===== config.mk =====
export PLATFORM = sky130hd
export DESIGN_NAME = gf256_tower_inv
export DESIGN_NICKNAME = d
export VERILOG_FILES = /design/src/rtl/gft_pkg.sv /design/src/rtl/gf_basis_map.sv /design/src/rtl/gf16_mul.sv /design/src/rtl/gf16_inv.sv /design/src/rtl/tower_inv.sv /design/src/rtl/gf256_tower_inv.sv
export SDC_FILE = /design/constraint.sdc
export NUM_CORES = 1
export LEC_CHECK = 0
export ABC_AREA = 1
export BUFFER_PORTS_ARGS = -buffer_cell sky130_fd_sc_hd__buf_2
export CAP_MARGIN = 20
export CORE_ASPECT_RATIO = 0.75
export CORE_MARGIN = 2
export CORE_UTILIZATION = 30
export CTS_CLUSTER_DIAMETER = 40
export CTS_CLUSTER_SIZE = 40
export DETAILED_ROUTE_END_ITERATION = 10
export HOLD_SLACK_MARGIN = 0.06
export SLEW_MARGIN = 15
export SYNTH_ARGS = -nofsm -noshare
export SYNTH_HDL_FRONTEND = slang
export SYNTH_SLANG_ARGS = --single-unit

===== constraint.sdc =====
create_clock -name clk -period 9 [get_ports clk]
set_input_delay 0.9 -clock clk [delete_from_list [all_inputs] [get_ports clk]]
set_output_delay 0.9 -clock clk [all_outputs]
set_load 0.005 [all_outputs]

===== src/rtl/gft_pkg.sv =====
package gft_pkg;

    localparam int BYTE_W = 8;
    localparam int NIB_W  = BYTE_W / 2;

    localparam logic [BYTE_W:0]  BASE_POLY = 9'h11D;
    localparam logic [NIB_W-1:0] SUB_RED   = 4'h3;
    localparam logic [NIB_W-1:0] TOWER_P1  = 4'h1;
    localparam logic [NIB_W-1:0] TOWER_P0  = 4'h8;

    typedef logic [BYTE_W-1:0][BYTE_W-1:0] bmat_t;

    typedef struct packed {
        logic              vld;
        logic [BYTE_W-1:0] res;
    } out_st_t;

    function automatic logic [NIB_W-1:0] nib_mul(logic [NIB_W-1:0] a, logic [NIB_W-1:0] b);
        logic [NIB_W-1:0] acc;
        logic [NIB_W-1:0] sh;
        logic             cy;
        acc = '0;
        sh  = a;
        for (int i = 0; i < NIB_W; i++) begin
            if (b[i]) acc = acc ^ sh;
            cy = sh[NIB_W-1];
            sh = {sh[NIB_W-2:0], 1'b0};
            if (cy) sh = sh ^ SUB_RED;
        end
        return acc;
    endfunction

    function automatic logic [BYTE_W-1:0] byte_mul(logic [BYTE_W-1:0] a, logic [BYTE_W-1:0] b);
        logic [BYTE_W-1:0] acc;
        logic [BYTE_W-1:0] sh;
        logic              cy;
        acc = '0;
        sh  = a;
        for (int i = 0; i < BYTE_W; i++) begin
            if (b[i]) acc = acc ^ sh;
            cy = sh[BYTE_W-1];
            sh = {sh[BYTE_W-2:0], 1'b0};
            if (cy) sh = sh ^ BASE_POLY[BYTE_W-1:0];
        end
        return acc;
    endfunction

    function automatic logic [BYTE_W-1:0] tower_mul(logic [BYTE_W-1:0] x, logic [BYTE_W-1:0] y);
        logic [NIB_W-1:0] hh;
        logic [NIB_W-1:0] hi;
        logic [NIB_W-1:0] lo;
        hh = nib_mul(x[BYTE_W-1:NIB_W], y[BYTE_W-1:NIB_W]);
        hi = nib_mul(x[BYTE_W-1:NIB_W], y[NIB_W-1:0]) ^ nib_mul(x[NIB_W-1:0], y[BYTE_W-1:NIB_W])
           ^ nib_mul(hh, TOWER_P1);
        lo = nib_mul(x[NIB_W-1:0], y[NIB_W-1:0]) ^ nib_mul(hh, TOWER_P0);
        return {hi, lo};
    endfunction

    function automatic logic [BYTE_W-1:0] find_root();
        logic [BYTE_W-1:0] hit;
        logic [BYTE_W-1:0] sum;
        logic [BYTE_W-1:0] pw;
        hit = '0;
        for (int c = 2; c < (1 << BYTE_W); c++) begin
            if (hit == '0) begin
                sum = '0;
                pw  = 8'h01;
                for (int k = 0; k <= BYTE_W; k++) begin
                    if (BASE_POLY[k]) sum = sum ^ pw;
                    pw = tower_mul(pw, c[BYTE_W-1:0]);
                end
                if (sum == '0) hit = c[BYTE_W-1:0];
            end
        end
        return hit;
    endfunction

    function automatic bmat_t build_fwd_rows();
        bmat_t             rows;
        logic [BYTE_W-1:0] beta;
        logic [BYTE_W-1:0] pw;
        rows = '0;
        beta = find_root();
        pw   = 8'h01;
        for (int i = 0; i < BYTE_W; i++) begin
            for (int r = 0; r < BYTE_W; r++) rows[r][i] = pw[r];
            pw = tower_mul(pw, beta);
        end
        return rows;
    endfunction

    function automatic bmat_t invert_rows(bmat_t rows);
        logic [BYTE_W-1:0][2*BYTE_W-1:0] aug;
        logic [2*BYTE_W-1:0]             tmp;
        bmat_t                           res;
        int                              piv;
        logic                            got;
        for (int r = 0; r < BYTE_W; r++) begin
            aug[r]    = {rows[r], {BYTE_W{1'b0}}};
            aug[r][r] = 1'b1;
        end
        for (int c = 0; c < BYTE_W; c++) begin
            piv = c;
            got = 1'b0;
            for (int p = c; p < BYTE_W; p++) begin
                if (!got && aug[p][BYTE_W+c]) begin
                    piv = p;
                    got = 1'b1;
                end
            end
            tmp      = aug[c];
            aug[c]   = aug[piv];
            aug[piv] = tmp;
            for (int r = 0; r < BYTE_W; r++) begin
                if (r != c && aug[r][BYTE_W+c]) aug[r] = aug[r] ^ aug[c];
            end
        end
        for (int r = 0; r < BYTE_W; r++) res[r] = aug[r][BYTE_W-1:0];
        return res;
    endfunction

    localparam bmat_t TO_TOWER   = build_fwd_rows();
    localparam bmat_t FROM_TOWER = invert_rows(TO_TOWER);

endpackage


===== src/rtl/gf_basis_map.sv =====
module gf_basis_map #(
    parameter int                          W    = 8,
    parameter logic [W-1:0][W-1:0]         ROWS = '0
) (
    input  logic [W-1:0] src,
    output logic [W-1:0] dst
);
    for (genvar r = 0; r < W; r++) begin : g_row
        assign dst[r] = ^(src & ROWS[r]);
    end
endmodule


===== src/rtl/gf16_mul.sv =====
module gf16_mul
    import gft_pkg::*;
(
    input  logic [NIB_W-1:0] a,
    input  logic [NIB_W-1:0] b,
    output logic [NIB_W-1:0] p
);
    assign p = nib_mul(a, b);
endmodule


===== src/rtl/gf16_inv.sv =====
module gf16_inv
    import gft_pkg::*;
(
    input  logic [NIB_W-1:0] a,
    output logic [NIB_W-1:0] y
);
    logic [NIB_W-1:0] a2_d, a4_d, a8_d, a6_d;

    always_comb begin
        a2_d = nib_mul(a, a);
        a4_d = nib_mul(a2_d, a2_d);
        a8_d = nib_mul(a4_d, a4_d);
    end

    gf16_mul u_m6  (.a(a2_d), .b(a4_d), .p(a6_d));
    gf16_mul u_m14 (.a(a6_d), .b(a8_d), .p(y));

    always_comb begin
        if (a != '0) begin
            a_r1_nib_inverse: assert (nib_mul(a, y) == 4'h1)
                else $error("R1 nibble inverse wrong");
        end
    end
endmodule


===== src/rtl/tower_inv.sv =====
module tower_inv
    import gft_pkg::*;
(
    input  logic [BYTE_W-1:0] t_in,
    output logic [BYTE_W-1:0] t_out
);
    logic [NIB_W-1:0] hi_d, lo_d;
    logic [NIB_W-1:0] hp1_d, share_d, lo_sh_d, hsq_d, hsq_p0_d;
    logic [NIB_W-1:0] delta_d, dinv_d, b1_d, b0_d;

    assign hi_d = t_in[BYTE_W-1:NIB_W];
    assign lo_d = t_in[NIB_W-1:0];

    gf16_mul u_hp1 (.a(hi_d), .b(TOWER_P1), .p(hp1_d));

    always_comb begin
        share_d = lo_d ^ hp1_d;
        hsq_d   = nib_mul(hi_d, hi_d);
    end

    gf16_mul u_lsh (.a(lo_d),  .b(share_d),  .p(lo_sh_d));
    gf16_mul u_hp0 (.a(hsq_d), .b(TOWER_P0), .p(hsq_p0_d));

    assign delta_d = lo_sh_d ^ hsq_p0_d;

    gf16_inv u_dinv (.a(delta_d), .y(dinv_d));

    gf16_mul u_b1 (.a(hi_d),    .b(dinv_d), .p(b1_d));
    gf16_mul u_b0 (.a(share_d), .b(dinv_d), .p(b0_d));

    assign t_out = {b1_d, b0_d};

    always_comb begin
        if (t_in != '0) begin
            a_r1_delta_nonzero: assert (delta_d != '0)
                else $error("R1 zero denominator for nonzero operand");
        end
    end
endmodule


===== src/rtl/gf256_tower_inv.sv =====
module gf256_tower_inv
    import gft_pkg::*;
#(
    parameter bit REGISTER_OUT = 1'b1
) (
    input  logic              clk,
    input  logic              rst_n,
    input  logic              in_valid,
    input  logic [BYTE_W-1:0] in_byte,
    output logic              out_valid,
    output logic [BYTE_W-1:0] out_byte
);
    logic [BYTE_W-1:0] tw_in, tw_inv, inv_byte;

    gf_basis_map #(.W(BYTE_W), .ROWS(TO_TOWER))   u_fwd (.src(in_byte), .dst(tw_in));
    tower_inv                                     u_inv (.t_in(tw_in), .t_out(tw_inv));
    gf_basis_map #(.W(BYTE_W), .ROWS(FROM_TOWER)) u_bwd (.src(tw_inv), .dst(inv_byte));

    if (REGISTER_OUT) begin : g_reg
        out_st_t st_d, st_q;

        always_comb begin
            st_d     = st_q;
            st_d.vld = in_valid;
            if (in_valid) st_d.res = inv_byte;
        end

        always_ff @(posedge clk) begin
            if (!rst_n) st_q <= '0;
            else        st_q <= st_d;
        end

        assign out_valid = st_q.vld;
        assign out_byte  = st_q.res;

        a_r1_product_one: assert property (@(posedge clk) disable iff (!rst_n)
            (in_valid && in_byte != '0) |=> (byte_mul($past(in_byte), out_byte) == 8'h01))
            else $error("R1 product not one");

        a_r2_zero_maps_zero: assert property (@(posedge clk) disable iff (!rst_n)
            (in_valid && in_byte == '0) |=> (out_byte == '0))
            else $error("R2 zero not preserved");

        a_r3_valid_rises: assert property (@(posedge clk) disable iff (!rst_n)
            in_valid |=> out_valid)
            else $error("R3 missing out_valid");

        a_r3_valid_drops: assert property (@(posedge clk) disable iff (!rst_n)
            !in_valid |=> !out_valid)
            else $error("R3 spurious out_valid");

        a_r4_hold_idle: assert property (@(posedge clk) disable iff (!rst_n)
            !in_valid |=> $stable(out_byte))
            else $error("R4 output moved while idle");
    end else begin : g_comb
        assign out_valid = in_valid;
        assign out_byte  = inv_byte;
    end
endmodule


==> flow_summary.json, run 1 <==
{
  "worstMarginPinSlew_ns": 0.526,
  "drv_slew": 0,
  "path_max_fanout": 12,
  "dieArea_mm2": 0.0109,
  "yosys-top-cells-area": "nand2_1 34%, nand3_1 15%, nand2_2 7.7%, inv_1 7.0%, dfxtp_1 6.0%",
  "seq_area_frac_synth": 0.0596,
  "htreeDepth": 1,
  "yosys_warnings": 0,
  "rsz0062_at_grt": "no",
  "antenna_found_initial": 0,
  "io_buffer_count": 19,
  "final_hold_viol_count": 0,
  "n_fill_cell": 1090,
  "synth_area_per_cell_um2": 4.96,
  "fmax_mhz": 175,
  "hold_buffers": 0,
  "worstPathArrival_ns": 5.84,
  "synth_compound_area_frac": 0.0310,
  "io_pins": 20,
  "drc_errors": 0,
  "yosysTopAreaCellShare": 0.340,
  "worst-path-stages": 42,
  "final_layout_size_suffix_gt1_frac": 0.187,
  "multi_input_area_mm2": 0.00245,
  "initial_core_util": 0.311,
  "synth-xor-area-share": 0.0567,
  "period_share": 0.634,
  "grtUsageTotal": 0.145,
  "yosysMostFrequentCell": "nand2_1",
  "critPathBufInv": 6,
  "drtIter0Drc": 229,
  "area_growth_pct": 9.31,
  "instances_no_fill": 758,
  "hpwl_mm": 6.28,
  "worst_setup_path_start_kind": "primary input",
  "vias": 3457,
  "slowest_stage": "ha_1",
  "slew_headroom": 0.646,
  "viasPerCell": 4.56,
  "clock-root-buffer": "clkbuf_16",
  "die_width_um": 120,
  "synth_edf_count": 0,
  "path_clk_slew_ns": 0.04,
  "slowest_delay_ns": 0.47,
  "antenna_cells": 0,
  "ys.flop_type": "dfxtp_1",
  "nets": 640,
  "min_path_type": "reg2reg",
  "placed_cells": 754,
  "postRouteAntennaNets": 0,
  "placementRows": 31,
  "clkSinkCount": 9,
  "syn-num-nets": 623,
  "gr-total-overflow": 0,
  "routabilityCongestion": 0.886,
  "synthMuxAreaShare": 0,
  "syn_inst": 610,
  "wirelength_mm": 7.61,
  "regArea_um2": 180,
  "grt_pass1_vias": 2984,
  "worst_ep_required_time_ns": 9.13,
  "clock_latency_ns": 0.24,
  "ys_types": 30,
  "yosys.area_share.simple": 0.713,
  "drt_pass1_iterations": 5,
  "min_period_ns": 5.71,
  "cp_top_family": "simple AND/OR/NAND/NOR gates",
  "cap_violations": 0,
  "skew_ns": 0,
  "setup_viol": 0,
  "reg2reg_depth": 4,
  "cts_tree": "built",
  "synth_common_cells": "274 x nand2_1, 89 x nand3_1, 56 x inv_1, 37 x nand2_2, 31 x nor2_1",
  "synth_top_area_cell": "nand2_1",
  "cts_resized": 0,
  "synth_top_family_by_area": "simple AND/OR/NAND/NOR gates",
  "synth-seq-cells": 9,
  "cp-end-kind": "flip-flop",
  "cts.path.max_buffers": 2,
  "die_y_um": 91.0,
  "grt_pass1_wl_mm": 13.6,
  "cts_buffers": 3,
  "coreArea_mm2": 0.00974,
  "async_flop_share": 0,
  "synth-adder-area-share": 0.00827,
  "grt_max_degree": 17,
  "cts_setup_buffers": 0,
  "whs_path_depth": 2,
  "netlist_area_mm2": 0.00302,
  "crit_type": "in2reg",
  "critPathMostFrequentCell": "nand2_1",
  "wl_per_cell_um": 10.0,
  "status": "complete, no violations",
  "fin_setup_tns_ns": 0
}
[logic make-up (layout without fill, tap and decap cells)]
group,after synthesis,in the layout
buffers and inverters,96,112
AO/OA/AOI/OAI,17,17
adder cells (fa/ha/maj),2,2
AND/OR/NAND/NOR,469,469
flip-flops,9,9
XOR/XNOR,17,17
[final cells by class]
class                      instances  area share
multi-input combinational        505       0.740
clock buffer                       4      0.0238
inverter                          89       0.103
sequential                         9      0.0545
tap                              132      0.0500
timing repair buffer              19      0.0288
[worst paths after layout]
check              start     endpoint  slack, ns
max           in_byte[4]  out_byte[0]       3.29
max reg2reg  out_byte[4]  out_byte[4]       8.31
min          out_byte[5]  out_byte[5]       0.52
min reg2reg  out_byte[5]  out_byte[5]       0.52
[worst reg2reg max path: cells and delay by family (launching register included)]
kind	cells	cell delay [ns]
AO/OA/AOI/OAI	1	0.07
flip-flops	1	0.31
AND/OR/NAND/NOR	2	0.15
buffers and inverters	1	0.05
[routing by layer]
metal	routed length (um)	GRT usage	share of wire
met5	0	0	0
met4	42	0.0206	0.0055
met3	341	0.0170	0.045
met2	2910	0.211	0.38
met1	4320	0.230	0.57
[sequential cells by signal (all words and copies together), names as in the netlist]
signal	flops
out_byte	8
out_valid	1
[per-stage QoR]
stage           util  setup WS [ns]  hold WS (ns)  cell area, um^2
2_1_floorplan      -           3.91         0.514             3020
4_1_cts        0.340           3.33         0.518             3310
6_report       0.340           3.29         0.518             3310
3_3_place_gp   0.331           3.14         0.513             3230
3_5_place_dp   0.331           3.09         0.515             3230
5_1_grt        0.340           2.64         0.551             3310
[cell usage in the layout, fill, tap and decap left out, types with 3 or more instances in the layout]
master,instances
a21oi_1,4
buf_2,19
clkbuf_16,3
clkinv_1,4
dfxtp_1,9
inv_1,56
inv_2,27
nand2_1,274
nand2_2,37
nand2_4,8
nand3_1,89
nand3_2,12
nand3b_1,6
nand4_1,6
nor2_1,31
nor2_2,5
o21ai_0,5
o21ai_1,5
xnor2_1,5
xor2_1,9
Power of run 1 is not shown: default switching activity piles up to over one toggle a cycle in this logic, so the estimate is an artifact.
==> run 2, diff against run 1 <==
clock period = 5.5 ns   (was 9 ns; I/O delays follow)
==> run 2 against run 1 <==
Clock skew unchanged. Worst hold slack better by 0.015 ns. Non-clock buffer count increased by 2. Sequential cell count is the same. Routed wire length up 3.4%. Critical path type unchanged. Highest routed layer unchanged. Sequential share of layout area fell by 0.15 points. Via count is 3.0% higher. Register-to-register slack worse by 3.5 ns. Design area increased by 2.8%. Die area is the same. Critical path depth down 1. First-iteration DRC count rose by 5.2%.
==> flow_summary.json, run 2 (synthesis gave the netlist of run 1 again) <==
{
  "path_max_fanout": 8,
  "critPathMostFrequentCell": "nand2_1",
  "initial_core_util": 0.311,
  "grt_max_degree": 17,
  "slowest_stage": "ha_4",
  "largest_reg_flops": 8,
  "routabilityCongestion": 0.902,
  "dieArea_mm2": 0.0109,
  "crit_type": "in2reg",
  "cts_setup_buffers": 0,
  "die_width_um": 120,
  "placementRows": 31,
  "final_hold_viol_count": 0,
  "fmax_mhz": 200,
  "layout_commonest_cell": "nand2_1",
  "io_buffer_count": 19,
  "coreArea_mm2": 0.00974,
  "clock_latency_ns": 0.23,
  "min_path_type": "reg2reg",
  "cts_tree": "built",
  "clkSinkCount": 9,
  "clock-root-buffer": "clkbuf_16",
  "path_clk_slew_ns": 0.04,
  "gr-total-overflow": 0,
  "n_fill_cell": 1112,
  "grtUsageTotal": 0.147,
  "period_share": 0.908,
  "drc_errors": 0,
  "nets": 643,
  "worst_ep_required_time_ns": 5.63,
  "placed_cells": 756,
  "multi_input_area_mm2": 0.00252,
  "regArea_um2": 180,
  "grt.met2_usage": 0.218,
  "grt_pass1_wl_mm": 13.8,
  "antenna_found_initial": 0,
  "worst_setup_path_start_kind": "primary input",
  "use_met3": 0.0151,
  "cts.path.max_buffers": 2,
  "postRouteAntennaNets": 0,
  "slew_headroom": 0.662,
  "vias": 3561,
  "final_cell_mix": "271 x nand2_1, 87 x nand3_1, 56 x inv_1",
  "viasPerCell": 4.68,
  "antenna_cells": 0,
  "wl_per_cell_um": 10.3,
  "busiest_layer": "met1",
  "cts_buffers": 3,
  "instances_no_fill": 761,
  "htreeDepth": 1,
  "status": "complete, no violations",
  "cp-end-kind": "flip-flop",
  "hpwl_mm": 6.45,
  "grt_pass1_vias": 3041,
  "drt_pass1_iterations": 6,
  "io_pins": 20,
  "worstMarginPinSlew_ns": 0.504,
  "min_period_ns": 4.99,
  "area_growth_pct": 12.4,
  "die_y_um": 91.0,
  "wirelength_mm": 7.87,
  "cap_violations": 0,
  "slowest_delay_ns": 0.31,
  "final_layout_size_suffix_gt1_frac": 0.205,
  "drtIter0Drc": 241,
  "setup_viol": 0,
  "worstPathArrival_ns": 5.12,
  "grtUsageMet1": 0.236,
  "skew_ns": 0,
  "drv_slew": 0
}
run 2: final cells by class:
cell class | instances | area share
repair buffers | 21 | 0.0331
inverters | 89 | 0.0997
clock buffers | 4 | 0.0232
flip-flops and latches | 9 | 0.0530
well taps | 132 | 0.0486
multi-input cells | 506 | 0.742
run 2: critical path: cells and delay by family:
kind	cells	cell delay [ns]
xor gates and xnor gates	4	0.74
adders and majority gates	2	0.53
buffers and inverters	8	0.59
and+or+nand+nor	27	2.73
run 2: final timing paths:
kind	from	end	slack, ns	cells past startpoint
setup / recovery	in_byte[4]	out_byte[1]	0.51	41
hold / removal	out_byte[5]	out_byte[5]	0.53	2
setup reg to reg	out_byte[4]	out_byte[4]	4.84	4
hold reg to reg	out_byte[5]	out_byte[5]	0.53	2
run 2: timing repair:
item,4_1_cts,5_1_grt
hold buffers,0,0
resized for setup,0,14
endpoints found under the setup margin,0,7
run 2: through the flow:
stage	setup TNS [ns]	hold slack, ns	cell area [um^2]	util	setup slack [ns]
5_1_grt	-0.0529	0.597	3400	0.349	-0.0355
4_1_cts	0	0.534	3320	0.341	0.339
3_3_place_gp	0	0.513	3240	0.333	0.0399
3_5_place_dp	0	0.513	3240	0.333	0.133
6_report	0	0.533	3400	0.349	0.509
2_1_floorplan	0	0.514	3020	-	0.755
run 2: metal layers:
metal	up-vias	wire [um]
met4	0	29
li1	1925	-
met2	79	3170
met5	-	0
met1	1551	4360
met3	6	315
Power of run 2 is left out for the same reason.
